===== src/rtl/fuse_seq_pkg.sv =====
package fuse_seq_pkg;
    localparam int TIMING_W  = 22;
    localparam int TPROG_LSB = 0;
    localparam int TPROG_W   = 12;
    localparam int TRLX_LSB  = 12;
    localparam int TRLX_W    = 4;
    localparam int TRD_LSB   = 16;
    localparam int TRD_W     = 6;

    typedef enum logic [2:0] {
        ST_IDLE,
        ST_RD_RELAX,
        ST_RD_PULSE,
        ST_BIT_EVAL,
        ST_PG_RELAX,
        ST_PG_PULSE,
        ST_DONE,
        ST_POST
    } seq_state_t;

    typedef struct packed {
        logic [TRD_W-1:0]   rd_width;
        logic [TRLX_W-1:0]  relax;
        logic [TPROG_W-1:0] pg_width;
    } timing_t;
endpackage


===== src/rtl/fuse_phase_timer.sv =====
module fuse_phase_timer #(
    parameter int CNT_W = 12
) (
    input  logic             clk,
    input  logic             rst_n,
    input  logic             load,
    input  logic [CNT_W-1:0] len,
    output logic             last
);
    logic [CNT_W-1:0] cnt;

    always_ff @(posedge clk or negedge rst_n) begin
        if (!rst_n) begin
            cnt <= '0;
        end else if (load) begin
            // a zero length still occupies one cycle
            cnt <= (len == '0) ? '0 : len - CNT_W'(1);
        end else if (cnt != '0) begin
            cnt <= cnt - CNT_W'(1);
        end
    end

    assign last = (cnt == '0);

    AST_TIMER_NO_WRAP: assert property (@(posedge clk) disable iff (!rst_n)
        (!load && cnt == '0) |=> (cnt == '0));
endmodule


===== src/rtl/fuse_data_shreg.sv =====
module fuse_data_shreg #(
    parameter int DATA_W = 32
) (
    input  logic              clk,
    input  logic              rst_n,
    input  logic              load_raw,
    input  logic [DATA_W-1:0] raw_word,
    input  logic              load_mask,
    input  logic [DATA_W-1:0] fuse_word,
    input  logic              shift,
    output logic [DATA_W-1:0] data,
    output logic              cur_bit
);
    always_ff @(posedge clk or negedge rst_n) begin
        if (!rst_n) begin
            data <= '0;
        end else if (load_raw) begin
            data <= raw_word;
        end else if (load_mask) begin
            data <= data & ~fuse_word;
        end else if (shift) begin
            data <= {1'b0, data[DATA_W-1:1]};
        end
    end

    assign cur_bit = data[0];

    AST_ZERO_FILL: assert property (@(posedge clk) disable iff (!rst_n)
        (shift && !load_raw) |=> (data[DATA_W-1] == 1'b0));
endmodule


===== src/rtl/fuse_seq_ctrl.sv =====
module fuse_seq_ctrl
    import fuse_seq_pkg::*;
#(
    parameter int DATA_W      = 32,
    parameter int CNT_W       = 12,
    parameter int POST_CYCLES = 200,
    localparam int IDX_W      = $clog2(DATA_W)
) (
    input  logic             clk,
    input  logic             rst_n,
    input  logic             start,
    input  timing_t          tcfg,
    input  logic             timer_last,
    input  logic             cur_bit,
    output logic             timer_load,
    output logic [CNT_W-1:0] timer_len,
    output logic             load_raw,
    output logic             load_mask,
    output logic             shift,
    output logic [IDX_W-1:0] bit_idx,
    output logic             busy,
    output logic             done,
    output logic             ready,
    output logic             rd_en,
    output logic             pgm
);
    seq_state_t st, nx;
    logic       bit_last;

    assign bit_last = (bit_idx == IDX_W'(DATA_W - 1));

    // state register
    always_ff @(posedge clk or negedge rst_n) begin
        if (!rst_n) st <= ST_IDLE;
        else        st <= nx;
    end

    // bit position counter
    always_ff @(posedge clk or negedge rst_n) begin
        if (!rst_n)        bit_idx <= '0;
        else if (load_raw) bit_idx <= '0;
        else if (shift)    bit_idx <= bit_idx + IDX_W'(1);
    end

    // next state and datapath controls
    always_comb begin
        nx         = st;
        timer_load = 1'b0;
        timer_len  = '0;
        load_raw   = 1'b0;
        load_mask  = 1'b0;
        shift      = 1'b0;
        unique case (st)
            ST_IDLE: begin
                if (start) begin
                    nx         = ST_RD_RELAX;
                    timer_load = 1'b1;
                    timer_len  = CNT_W'(tcfg.relax);
                    load_raw   = 1'b1;
                end
            end
            ST_RD_RELAX: begin
                if (timer_last) begin
                    nx         = ST_RD_PULSE;
                    timer_load = 1'b1;
                    timer_len  = CNT_W'(tcfg.rd_width);
                end
            end
            ST_RD_PULSE: begin
                if (timer_last) begin
                    nx        = ST_BIT_EVAL;
                    load_mask = 1'b1;
                end
            end
            ST_BIT_EVAL: begin
                if (cur_bit) begin
                    nx         = ST_PG_RELAX;
                    timer_load = 1'b1;
                    timer_len  = CNT_W'(tcfg.relax);
                end else begin
                    shift = 1'b1;
                    if (bit_last) nx = ST_DONE;
                end
            end
            ST_PG_RELAX: begin
                if (timer_last) begin
                    nx         = ST_PG_PULSE;
                    timer_load = 1'b1;
                    timer_len  = CNT_W'(tcfg.pg_width);
                end
            end
            ST_PG_PULSE: begin
                if (timer_last) begin
                    shift = 1'b1;
                    nx    = bit_last ? ST_DONE : ST_BIT_EVAL;
                end
            end
            ST_DONE: begin
                nx         = ST_POST;
                timer_load = 1'b1;
                timer_len  = CNT_W'(POST_CYCLES);
            end
            ST_POST: begin
                if (timer_last) nx = ST_IDLE;
            end
        endcase
    end

    // outputs decoded from state
    always_comb begin
        busy  = 1'b0;
        done  = 1'b0;
        ready = 1'b0;
        rd_en = 1'b0;
        pgm   = 1'b0;
        unique case (st)
            ST_IDLE:     ready = 1'b1;
            ST_RD_RELAX: busy  = 1'b1;
            ST_RD_PULSE: begin busy = 1'b1; rd_en = 1'b1; end
            ST_BIT_EVAL: busy  = 1'b1;
            ST_PG_RELAX: busy  = 1'b1;
            ST_PG_PULSE: begin busy = 1'b1; pgm = 1'b1; end
            ST_DONE:     done  = 1'b1;
            ST_POST:     ready = 1'b0;
        endcase
    end

    AST_PGM_ONLY_SET_BIT: assert property (@(posedge clk) disable iff (!rst_n)
        (st == ST_PG_PULSE) |-> cur_bit);
    AST_DONE_SINGLE: assert property (@(posedge clk) disable iff (!rst_n)
        done |=> !done);
    AST_DONE_AFTER_BUSY: assert property (@(posedge clk) disable iff (!rst_n)
        $rose(done) |-> $past(busy));
endmodule


===== src/rtl/fuse_prog_seq.sv =====
module fuse_prog_seq
    import fuse_seq_pkg::*;
#(
    parameter int DATA_W      = 32,
    parameter int ADDR_W      = 6,
    parameter int POST_CYCLES = 200,
    localparam int IDX_W      = $clog2(DATA_W),
    localparam int POST_W     = $clog2(POST_CYCLES + 1),
    localparam int CNT_W      = (POST_W > TPROG_W) ? POST_W : TPROG_W
) (
    input  logic                clk,
    input  logic                rst_n,
    input  logic                start,
    input  logic [ADDR_W-1:0]   word_addr,
    input  logic [DATA_W-1:0]   prog_word,
    input  logic [TIMING_W-1:0] timing_cfg,
    input  logic [DATA_W-1:0]   fuse_rdata,
    output logic [ADDR_W-1:0]   fuse_addr,
    output logic [IDX_W-1:0]    fuse_bit,
    output logic                fuse_rd_en,
    output logic                fuse_pgm,
    output logic [DATA_W-1:0]   shift_data,
    output logic                busy,
    output logic                done,
    output logic                ready
);
    timing_t          tcfg_q;
    logic             timer_load, timer_last;
    logic [CNT_W-1:0] timer_len;
    logic             load_raw, load_mask, shift, cur_bit;

    // address and timing are captured once per accepted start
    always_ff @(posedge clk or negedge rst_n) begin
        if (!rst_n) begin
            fuse_addr <= '0;
            tcfg_q    <= '0;
        end else if (load_raw) begin
            fuse_addr <= word_addr;
            tcfg_q    <= timing_t'(timing_cfg);
        end
    end

    fuse_seq_ctrl #(
        .DATA_W      (DATA_W),
        .CNT_W       (CNT_W),
        .POST_CYCLES (POST_CYCLES)
    ) u_ctrl (
        .clk        (clk),
        .rst_n      (rst_n),
        .start      (start),
        .tcfg       (load_raw ? timing_t'(timing_cfg) : tcfg_q),
        .timer_last (timer_last),
        .cur_bit    (cur_bit),
        .timer_load (timer_load),
        .timer_len  (timer_len),
        .load_raw   (load_raw),
        .load_mask  (load_mask),
        .shift      (shift),
        .bit_idx    (fuse_bit),
        .busy       (busy),
        .done       (done),
        .ready      (ready),
        .rd_en      (fuse_rd_en),
        .pgm        (fuse_pgm)
    );

    fuse_phase_timer #(.CNT_W(CNT_W)) u_timer (
        .clk   (clk),
        .rst_n (rst_n),
        .load  (timer_load),
        .len   (timer_len),
        .last  (timer_last)
    );

    fuse_data_shreg #(.DATA_W(DATA_W)) u_shreg (
        .clk       (clk),
        .rst_n     (rst_n),
        .load_raw  (load_raw),
        .raw_word  (prog_word),
        .load_mask (load_mask),
        .fuse_word (fuse_rdata),
        .shift     (shift),
        .data      (shift_data),
        .cur_bit   (cur_bit)
    );

    AST_STROBES_EXCLUSIVE: assert property (@(posedge clk) disable iff (!rst_n)
        !(fuse_rd_en && fuse_pgm));
    AST_BUSY_DONE_EXCL: assert property (@(posedge clk) disable iff (!rst_n)
        !(busy && done));
    AST_ADDR_HELD: assert property (@(posedge clk) disable iff (!rst_n)
        !ready |=> $stable(fuse_addr));
endmodule


===== config.mk =====
export PLATFORM = sky130hd
export DESIGN_NAME = fuse_prog_seq
export DESIGN_NICKNAME = d
export VERILOG_FILES = /design/src/rtl/fuse_seq_pkg.sv /design/src/rtl/fuse_phase_timer.sv /design/src/rtl/fuse_data_shreg.sv /design/src/rtl/fuse_seq_ctrl.sv /design/src/rtl/fuse_prog_seq.sv
export SDC_FILE = /design/constraint.sdc
export NUM_CORES = 1
export LEC_CHECK = 0
export ABC_AREA = 1
export BUFFER_PORTS_ARGS = -buffer_cell sky130_fd_sc_hd__buf_2
export CORE_ASPECT_RATIO = 1.75
export CORE_MARGIN = 4
export CORE_UTILIZATION = 40
export DETAILED_ROUTE_END_ITERATION = 8
export SLEW_MARGIN = 20
export SYNTH_ARGS = -nofsm -noshare
export SYNTH_HDL_FRONTEND = slang
export SYNTH_HIERARCHICAL = 1
export SYNTH_SLANG_ARGS = --single-unit

===== constraint.sdc =====
create_clock -name clk -period 3.35 [get_ports clk]
set_input_delay 0.1675 -clock clk [delete_from_list [all_inputs] [get_ports clk]]
set_output_delay 0.1675 -clock clk [all_outputs]
set_load 0.005 [all_outputs]

# Word level (Yosys, flattened, before mapping)
# Index checks and enable logic that the tools add are counted.
[word_totals] reg_bits=80 out_inout_bits=48 word_cells=75
[op_classes] n_addsub=3 n_eq_ne=15 muxes=37 bitwise=2 reduce_logical=10
[ops] operator="$mux W32" n=3
[ops] operator="$pmux W12 S5" n=1
[ops] operator="$mux W12" n=4
[ops] operator="$and A32 B32 Y32" n=1
[ops] operator="$not A32 Y32" n=1
[ops] operator="$mux W3" n=9
[ops] operator="$logic_not A12 Y1" n=2
[ops] operator="$pmux W3 S8" n=1
[ops] operator="$sub A12 B1 Y12 const B" n=2
[ops] operator="$mux W22" n=1
[ops] operator="$eq A3 B3 Y1 const B" n=4
[ops] operator="$ne A2 B2 Y1 const B" n=6
[ops] operator="$reduce_bool A12 Y1" n=1
[ops] operator="$mux W1" n=11
[ops] operator="$mux W5" n=2
[ops] operator="$mux W4" n=2
[ops] operator="$reduce_and A7 Y1" n=1
[ops] operator="$eq A3 B2 Y1 const B" n=2
[ops] operator="$mux W6" n=1
[ops] operator="$add A5 B1 Y5 const B" n=1
[ops] operator="$eq A5 B5 Y1 const B" n=1
[ops] operator="$reduce_or A5 Y1" n=1
[ops] operator="$pmux W1 S4" n=1
[ops] operator="$reduce_bool A2 Y1" n=2
[ops] operator="6 further kinds" n=6

# Logic depth before layout (Yosys ltp)
# Gate-level depths: netlist (run 1).
[logic_depth] ltp_word=8 ltp_mapped=23

# Cells and area by module
# Netlist (run 1), hierarchy kept.
[by_module_without_submodules] module="fuse_data_shreg" instances=1 cells_each=342 area_per_inst_um2=2092.0
[by_module_without_submodules] module="fuse_phase_timer" instances=1 cells_each=170 area_per_inst_um2=1113.6
[by_module_without_submodules] module="fuse_prog_seq" instances=1 cells_each=118 area_per_inst_um2=1076.0
[by_module_without_submodules] module="fuse_seq_ctrl" instances=1 cells_each=143 area_per_inst_um2=852.1

# Least setup slack after synthesis (run 1)
# OpenSTA, ideal clock, no wires.
[synth_path] path_kind="reg-to-reg" start="register u_ctrl.st[0]" end="register u_timer.cnt[6]" setup_ns=0.130 arrival_ns=2.374 required_time_ns=3.220 setup_slack_ns=0.846 path_stages_with_launch=24 path_cell_list="dfrtp_1 > buf_6 > nor2_1 > nand2_1 > inv_2 > nand2_4 > inv_1 > inv_2 > buf_6 > nand2_1 > nand2_1 > nand2_1 > nand2_1 > nand2_1 > nand2_1 > inv_1 > ha_1 > inv_1 > nor2_1 > nand3_2 > nor2_2 > nor2_8 > o21ai_1 > a21oi_1"
[synth_via] elab_chain_len=8 elab_cells_between_ends=19
[synth_rtl] item="start: declaration" line_no="fuse_seq_ctrl.sv:27" text="seq_state_t st, nx;"
[synth_rtl] item="start signal: assignment" line_no="fuse_seq_ctrl.sv:35" text="else st <= nx;"
[synth_rtl] item="$logic_not A3 Y1 (*)" line_no="fuse_seq_ctrl.sv:53" text="unique case (st)"
[synth_rtl] item="$mux W1 (*)" line_no="fuse_seq_ctrl.sv:53"
[synth_rtl] item="named net load_raw" line_no="fuse_prog_seq.sv:30" text="logic load_raw, load_mask, shift, cur_bit;"
[synth_rtl] item="$mux W22 (*)"
[synth_rtl] item="$mux W12, or another cell as far along" line_no="fuse_seq_ctrl.sv:86" text="if (timer_last) begin"
[synth_rtl] item="$pmux W12 S5 (*)" line_no="fuse_seq_ctrl.sv:53"
[synth_rtl] item="named net timer_len[0]" line_no="fuse_prog_seq.sv:29" text="logic [CNT_W-1:0] timer_len;"
[synth_rtl] item="$sub A12 B1 Y12 / $logic_not A12 Y1 (equally long branches)" line_no="fuse_phase_timer.sv:17" text="cnt <= (len == '0) ? '0 : len - CNT_W'(1);"
[synth_rtl] item="$mux W12 (*)" line_no="fuse_phase_timer.sv:17"
[synth_rtl] item="$mux W12 (*)" line_no="fuse_phase_timer.sv:15" text="end else if (load) begin"
[synth_rtl] item="end signal: assignment" line_no="fuse_phase_timer.sv:17"
[synth_rtl] item="end signal: assignment" line_no="fuse_phase_timer.sv:19" text="cnt <= cnt - CNT_W'(1);"
[synth_rtl] item="end: declaration" line_no="fuse_phase_timer.sv:10" text="logic [CNT_W-1:0] cnt;"
# Mark *: on every way through the listed nets, which the timed path passes. The rest lies on a longest branch.
# A chain may end at the register's enable or synchronous reset.

# Final worst setup path (run 1)
[layout_path] start="register u_ctrl.st[2]" end="register u_timer.cnt[9]"
[layout_via] elab_chain_len=8 elab_cells_between_ends=19
[layout_rtl] item="$logic_not A3 Y1 (*)" line_no="fuse_seq_ctrl.sv:53"
[layout_rtl] item="$mux W1 (*)" line_no="fuse_seq_ctrl.sv:53"
[layout_rtl] item="named net load_raw" line_no="fuse_prog_seq.sv:30"
[layout_rtl] item="$mux W22 (*)"
[layout_rtl] item="$mux W12 / $mux W6 (equally long branches)" line_no="fuse_seq_ctrl.sv:86, fuse_seq_ctrl.sv:63"
[layout_rtl] item="$pmux W12 S5 (*)" line_no="fuse_seq_ctrl.sv:53"
[layout_rtl] item="named net timer_len[4]" line_no="fuse_prog_seq.sv:29"
[layout_rtl] item="$sub A12 B1 Y12 / $logic_not A12 Y1 (equally long branches)" line_no="fuse_phase_timer.sv:17"
[layout_rtl] item="$mux W12 (*)" line_no="fuse_phase_timer.sv:17"
[layout_rtl] item="$mux W12 (*)" line_no="fuse_phase_timer.sv:15"
# Marked as above.

==> results of run 1 <==
layout by cell type, fill, tap and decap left out, types with 3 or more instances in the layout:
cell,netlist,routed
ha_1,6,6
o21ai_0,11,11
nand3_1,64,64
nand2_1,403,403
nor2_4,6,6
inv_2,9,10
dfrtp_1,80,80
o21ai_1,4,4
buf_4,5,7
buf_2,13,141
nand4_1,3,3
nor2_1,42,41
clkbuf_16,0,9
nand2_4,4,4
inv_1,62,61
a21oi_1,12,12
nor2_2,10,11
nand2_2,8,8
xor2_1,3,3
worst max-delay path: cells and delay by family, from the launching register on:
family,cells,cell delay [ns]
buffers and inverters,4,0.61
AND/OR/NAND/NOR,10,1.09
AO/OA/AOI/OAI,2,0.60
flip-flops,1,0.57
layer usage:
metal	wire, µm	up-vias
met5	0	-
met4	214	0
met3	783	19
met2	7120	123
met1	5710	2226
li1	-	2614
cell families after synthesis:
family                     after synthesis
buffers and inverters                  102
xor gates and xnor gates                 5
DFF                                     80
and+or+nand+nor                        547
AOI/OAI and AO/OA                       33
adders and majority gates                6
Yosys cell counts, drive strengths merged (3+ instances only):
| cell | n | area [µm²] |
|---|---|---|
| buf | 30 | 238 |
| nor2 | 60 | 328 |
| nand4 | 3 | 18.8 |
| xor2 | 3 | 26.3 |
| o21ai | 16 | 91.3 |
| nand2 | 415 | 1610 |
| ha | 6 | 75.1 |
| nand3 | 66 | 340 |
| dfrtp | 80 | 2000 |
| inv | 71 | 267 |
| a21oi | 14 | 77.6 |
sequential cells by signal, summed over array words and instances (netlist names):
signal,flops
fuse_addr,6
u_ctrl/bit_idx,5
u_ctrl/st,3
u_shreg/data,32
tcfg_q,22
u_timer/cnt,12
path summary, 6_finish.rpt:
check,start,to,slack (ns),depth (start not counted)
setup reg to reg,u_ctrl/st[2]$_DFFE_PN0P_,u_timer/cnt[9]$_DFFE_PN0P_,0.40,16
setup / recovery,u_ctrl/st[2]$_DFFE_PN0P_,u_timer/cnt[9]$_DFFE_PN0P_,0.40,16
max in group asynchronous,rst_n,tcfg_q[0]$_DFF_PN0_,2.08,3
hold reg to reg,tcfg_q[17]$_DFF_PN0_,tcfg_q[17]$_DFF_PN0_,0.47,2
min in group asynchronous,rst_n,u_shreg/data[19]$_DFFE_PN0P_,0.45,2
hold / removal,word_addr[2],fuse_addr[2]$_DFFE_PN0P_,0.03,3
power by group through the flow:
stage / Combinational (mW) / Clock, mW / Sequential (mW)
4_1_cts: 2.61 / 1.04 / 1.63
5_1_grt: 2.95 / 1.08 / 1.68
6_report: 2.56 / 1.01 / 1.63
2_1_floorplan: 2.05 / 0 / 1.57
3_5_place_dp: 2.60 / 0 / 1.64
3_3_place_gp: 2.59 / 0 / 1.64
layout make-up:
class,instances,share of cell area
Sequential cell,80,0.324
Clock buffer,11,0.0409
Timing Repair Buffer,149,0.124
Inverter,71,0.0431
Tap cell,168,0.0340
Multi-Input combinational cell,591,0.425
Clock inverter,4,0.00871
stage by stage:
| step | setup WS [ns] | cells | util | total power, mW | hold slack (ns) |
|---|---|---|---|---|---|
| 6_report | 0.403 | 1074 | 0.494 | 5.20 | 0.0286 |
| 2_1_floorplan | 0.846 | 773 | - | 3.62 | -0.128 |
| 4_1_cts | 0.403 | 1074 | 0.494 | 5.28 | 0.0204 |
| 5_1_grt | 0.0417 | 1074 | 0.494 | 5.71 | 0.0398 |
| 3_5_place_dp | 0.424 | 1058 | 0.469 | 4.24 | 0.317 |
| 3_3_place_gp | 0.498 | 1058 | 0.469 | 4.23 | 0.312 |
==> results.py, run 1 <==
metrics = {
    "floorplan": {
        "core.rowCount": 54,
        "die_h_um": 158,
        "start_util": 0.411,
        "coreArea_um2": 12500,
        "ios": 143,
        "fp.dieArea_um2": 14800,
        "die_x_um": 93.6,
    },
    "timing": {
        "tns_ns": 0,
        "slew_headroom": 0.480,
        "finalMaxSlewViolations": 0,
        "min_period_ns": 2.95,
        "setup_violations": 0,
        "rsz0062_at_grt": "no",
        "fin_skew_ns": 0.00755,
        "hold_viol_final": 0,
        "worst_slew_pin_slew_ns": 0.779,
        "clock.fmax_mhz": 339,
        "fin_crit_sh": 0.880,
    },
    "power_and_ir_drop": {
        "power_density_nw_per_um2": 842,
        "internal-power_mw": 2.89,
        "netSwitchingPower_mw": 2.32,
        "pwr-share-comb": 0.493,
        "p_leak_nw": 3.59,
        "vdd.ir_drop.worst_mv": 0.436,
        "pwr-share-seq": 0.313,
        "p_sw_frac": 0.445,
        "p_clk_frac": 0.194,
    },
    "grt": {
        "grt_pass1_vias": 4778,
        "grt_pass1_wl_mm": 22.8,
        "use_met2": 0.352,
        "grtUsageMet3": 0.0262,
        "grtUsageTotal": 0.190,
        "use_met1": 0.221,
        "gr-total-overflow": 0,
        "grt_antenna_before_repair": 0,
        "grt_busiest_layer": "met2",
        "grt_max_degree": 64,
    },
    "drt": {
        "detail_route.wl_per_cell_um": 12.9,
        "vias": 4982,
        "wl_mm": 13.8,
        "drt_iter0_drc": 156,
        "post-route-drc-count": 0,
        "drt-vias-per-instance": 4.64,
        "ant_nets": 0,
        "firstDrtPassIters": 4,
    },
    "flow_run": {
        "maxCapViolations": 0,
    },
    "synth": {
        "synth-async-reset-ratio": 1.00,
        "synthCells": 773,
        "synth_nets": 874,
        "avgSynthCellArea_um2": 6.64,
        "synth_top_family_by_area": "simple AND/OR/NAND/NOR gates",
        "ys_seq_area_frac": 0.390,
        "syn_area_um2": 5130,
        "synth_xor_area_frac": 0.00853,
        "yosysWarnings": 6,
        "synth_top_flop_cell": "dfrtp_1",
        "synth_cell_types": 30,
        "synthMuxAreaShare": 0,
        "ys_ff_latch": 80,
        "synth-compound-area-share": 0.0373,
        "synthAdderAreaFrac": 0.0146,
        "yosys.area_share.simple": 0.451,
        "synth-edff-count": 0,
    },
    "critical_path": {
        "required_ns": 3.61,
        "worstPathMaxFanout": 28,
        "worstPathArrival_ns": 3.21,
        "setup.worst_path.end_class": "flop",
        "startpoint_type": "flop",
        "critPathKind": "flop to flop",
        "path_cells": "inv_1 -> nand2_1 -> inv_2 -> nand2_4 -> inv_2 -> inv_2 -> nand2_1 -> nand2_1 -> nand2_1 -> o21ai_0 -> nor2_2 -> nand3_1 -> nor2_2 -> nor2_8 -> nand3_1 -> a21oi_1",
        "cpPeakStageDelay_ns": 0.57,
        "path_common_cell": "nand2_1",
        "cpMaxStageDelayCell": "dfrtp_1",
    },
    "cts": {
        "cts_tree": "yes",
        "cts.sink_count": 80,
        "cts_buffers": 9,
        "clockBufferDepth": 2,
        "clkTransAtPathRegs_ns": 0.06,
        "post_cts_resized": 0,
        "cts-hold-fix-buffers": 1,
        "cts_root_buf": "clkbuf_16",
        "htree_levels": 3,
        "clk-insertion-delay-late_ns": 0.34,
        "cts_setup_buffers": 0,
    },
    "cells_and_area": {
        "drive_above_1_share": 0.232,
        "multiInputGateArea_um2": 2630,
        "final_cell_area_um2": 6180,
        "seq_area_um2": 2000,
        "area_delta_synth_final_pct": 20.4,
        "fin_nets": 1003,
        "n_antenna_cell": 0,
        "nFillCells": 1384,
    },
    "place": {
        "dp_hpwl_mm": 10.2,
        "io_buffer_count": 142,
        "gp_congestion": 0.841,
        "postPlaceCellArea_um2": 5860,
    },
    "run_status": {
        "status": "completed",
    },
    "worst_hold_path": {
        "min_path_type": "input pin to flop",
    },
}
Power figures use the tool's default switching activity.
==> run 2: changes to the inputs <==
--- a/config.mk
+++ b/config.mk
@@ -11,6 +11,7 @@
 export CORE_MARGIN = 4
 export CORE_UTILIZATION = 40
 export DETAILED_ROUTE_END_ITERATION = 8
+export PLACE_DENSITY = 0.75
 export SLEW_MARGIN = 20
 export SYNTH_ARGS = -nofsm -noshare
 export SYNTH_HDL_FRONTEND = slang
==> run 2 against run 1 <==
  * Design area is essentially flat
  * Setup slack lost 0.027 ns
  * Via count increased by 0.52%
  * Critical path depth rose by 5
  * Clock skew grew 0.0089 ns
  * Die area did not move
  * Count of clock-buffer cells in the layout fell by 1
  * Worst hold slack got worse by 0.0037 ns
  * Global-route usage down 0.40 points
  * Register-to-register slack worse by 0.03 ns
  * First-iteration DRC count increased by 65%
==> results.py, run 2 (synthesis results as in run 1) <==
metrics = {
    "timing": {
        "fin_crit_sh": 0.888,
        "clock.fmax_mhz": 336,
        "tns_ns": 0,
        "hold_viol_final": 0,
        "setup_violations": 0,
        "rsz0062_at_grt": "no",
        "fin_skew_ns": 0.0165,
        "min_period_ns": 2.97,
        "slew_headroom": 0.346,
        "worst_slew_pin_slew_ns": 0.979,
        "finalMaxSlewViolations": 0,
    },
    "floorplan": {
        "die_h_um": 158,
        "die_x_um": 93.6,
        "start_util": 0.411,
        "fp.dieArea_um2": 14800,
        "ios": 143,
        "core.rowCount": 54,
        "coreArea_um2": 12500,
    },
    "cts": {
        "htree_levels": 3,
        "clkTransAtPathRegs_ns": 0.07,
        "cts.sink_count": 80,
        "cts_setup_buffers": 0,
        "clockBufferDepth": 2,
        "cts_tree": "yes",
        "cts-hold-fix-buffers": 0,
        "cts_buffers": 9,
        "post_cts_resized": 0,
        "clk-insertion-delay-late_ns": 0.34,
        "cts_root_buf": "clkbuf_16",
    },
    "drt": {
        "drt-vias-per-instance": 4.66,
        "post-route-drc-count": 0,
        "firstDrtPassIters": 4,
        "drt_iter0_drc": 258,
        "detail_route.wl_per_cell_um": 12.6,
        "ant_nets": 0,
        "wl_mm": 13.6,
        "vias": 5008,
    },
    "critical_path": {
        "worstPathMaxFanout": 33,
        "setup.worst_path.end_class": "flop",
        "worstPathArrival_ns": 3.22,
        "rr_worst_depth": 21,
        "required_ns": 3.59,
        "startpoint_type": "flop",
        "crit_start": "u_ctrl/st[0]$_DFFE_PN0P_",
        "r2r_start": "u_ctrl/st[0]$_DFFE_PN0P_",
        "critPathKind": "flop to flop",
    },
    "place": {
        "postPlaceCellArea_um2": 5880,
        "gp_congestion": 0.912,
        "io_buffer_count": 142,
        "dp_hpwl_mm": 10.2,
    },
    "cells_and_area": {
        "max_flop_register": "u_shreg/data",
        "top_regs": "u_shreg/data (32), tcfg_q (22), u_timer/cnt (12)",
        "final_cell_mix": "nand2_1, buf_2, dfrtp_1",
        "area_delta_synth_final_pct": 20.5,
        "n_antenna_cell": 0,
        "largest_register_ffs": 32,
        "nFillCells": 1270,
        "fin_nets": 1003,
        "final_common_cell": "nand2_1",
        "drive_above_1_share": 0.232,
        "final_cell_area_um2": 6180,
    },
    "power_and_ir_drop": {
        "vdd.ir_drop.worst_mv": 0.340,
        "power_density_nw_per_um2": 841,
        "p_leak_nw": 3.60,
    },
    "grt": {
        "grt_pass1_wl_mm": 22.1,
        "use_met2": 0.340,
        "gr-total-overflow": 0,
        "grt_busiest_layer": "met2",
        "grtUsageMet3": 0.0338,
        "grt_max_degree": 81,
        "grtUsageTotal": 0.186,
        "use_met1": 0.213,
        "grt_antenna_before_repair": 0,
        "grt_pass1_vias": 4777,
    },
    "flow_run": {
        "maxCapViolations": 0,
    },
    "worst_hold_path": {
        "min_path_type": "input pin to flop",
        "hp-start": "word_addr[3]",
        "hold_path_depth": 3,
    },
    "run_status": {
        "status": "completed",
    },
}
-- run 2: area by class of cell --
cell class | instances | area [µm²] | area share
Clock inverter | 6 | 66.3 | 0.0107
Multi-Input combinational cell | 591 | 2630 | 0.425
Tap cell | 168 | 210 | 0.0340
Clock buffer | 10 | 229 | 0.0370
Timing Repair Buffer | 149 | 785 | 0.127
Sequential cell | 80 | 2000 | 0.324
Inverter | 71 | 267 | 0.0431
-- run 2: path summary, 6_finish.rpt --
check	endpoint	slack, ns
worst max-delay path	u_timer/cnt[10]$_DFFE_PN0P_	0.38
worst min-delay path	fuse_addr[3]$_DFFE_PN0P_	0.02
worst max register to register	u_timer/cnt[10]$_DFFE_PN0P_	0.38
worst min register to register	tcfg_q[17]$_DFF_PN0_	0.47
max in group asynchronous	u_timer/cnt[11]$_DFFE_PN0P_	2.38
min in group asynchronous	tcfg_q[19]$_DFF_PN0_	0.43
-- run 2: worst max-delay path, cell delays in order (launching register included) --
cell and delay (ns):
dfrtp_1 0.52, nor2_1 0.20, nand2_1 0.11, inv_2 0.10, nand2_4 0.08, inv_2 0.07
buf_4 0.35, nand2_1 0.12, nand2_1 0.11, nand2_1 0.05, nand2_1 0.07, nand2_1 0.05
nand2_1 0.09, inv_1 0.10, ha_1 0.21, inv_1 0.06, nor2_1 0.04, nand3_2 0.08
nor2_2 0.06, nor2_8 0.15, nand3_1 0.10, a21oi_1 0.16
-- run 2: metrics by stage --
step / total power, mW / util / hold WS, ns / instances / setup WS (ns)
after floorplan: 3.62 / - / -0.128 / 773 / 0.846
after global placement: 4.21 / 0.470 / 0.368 / 1058 / 0.530
after detailed placement: 4.25 / 0.470 / 0.374 / 1058 / 0.433
after CTS: 5.25 / 0.494 / 0.0147 / 1074 / 0.394
after global routing: 5.72 / 0.495 / 0.0128 / 1075 / 0.0201
final: 5.20 / 0.495 / 0.0248 / 1075 / 0.376
-- run 2: where the power goes --
part	internal, mW	leakage (nW)	switching [mW]
logic	0.935	2.43	1.67
registers	1.36	1.03	0.269
clock network	0.581	0.147	0.390
-- run 2: metal layers --
layer,part of all wire,wire length [µm]
met5,0,0
met4,0.023,311
met3,0.061,822
met2,0.51,6880
met1,0.41,5560
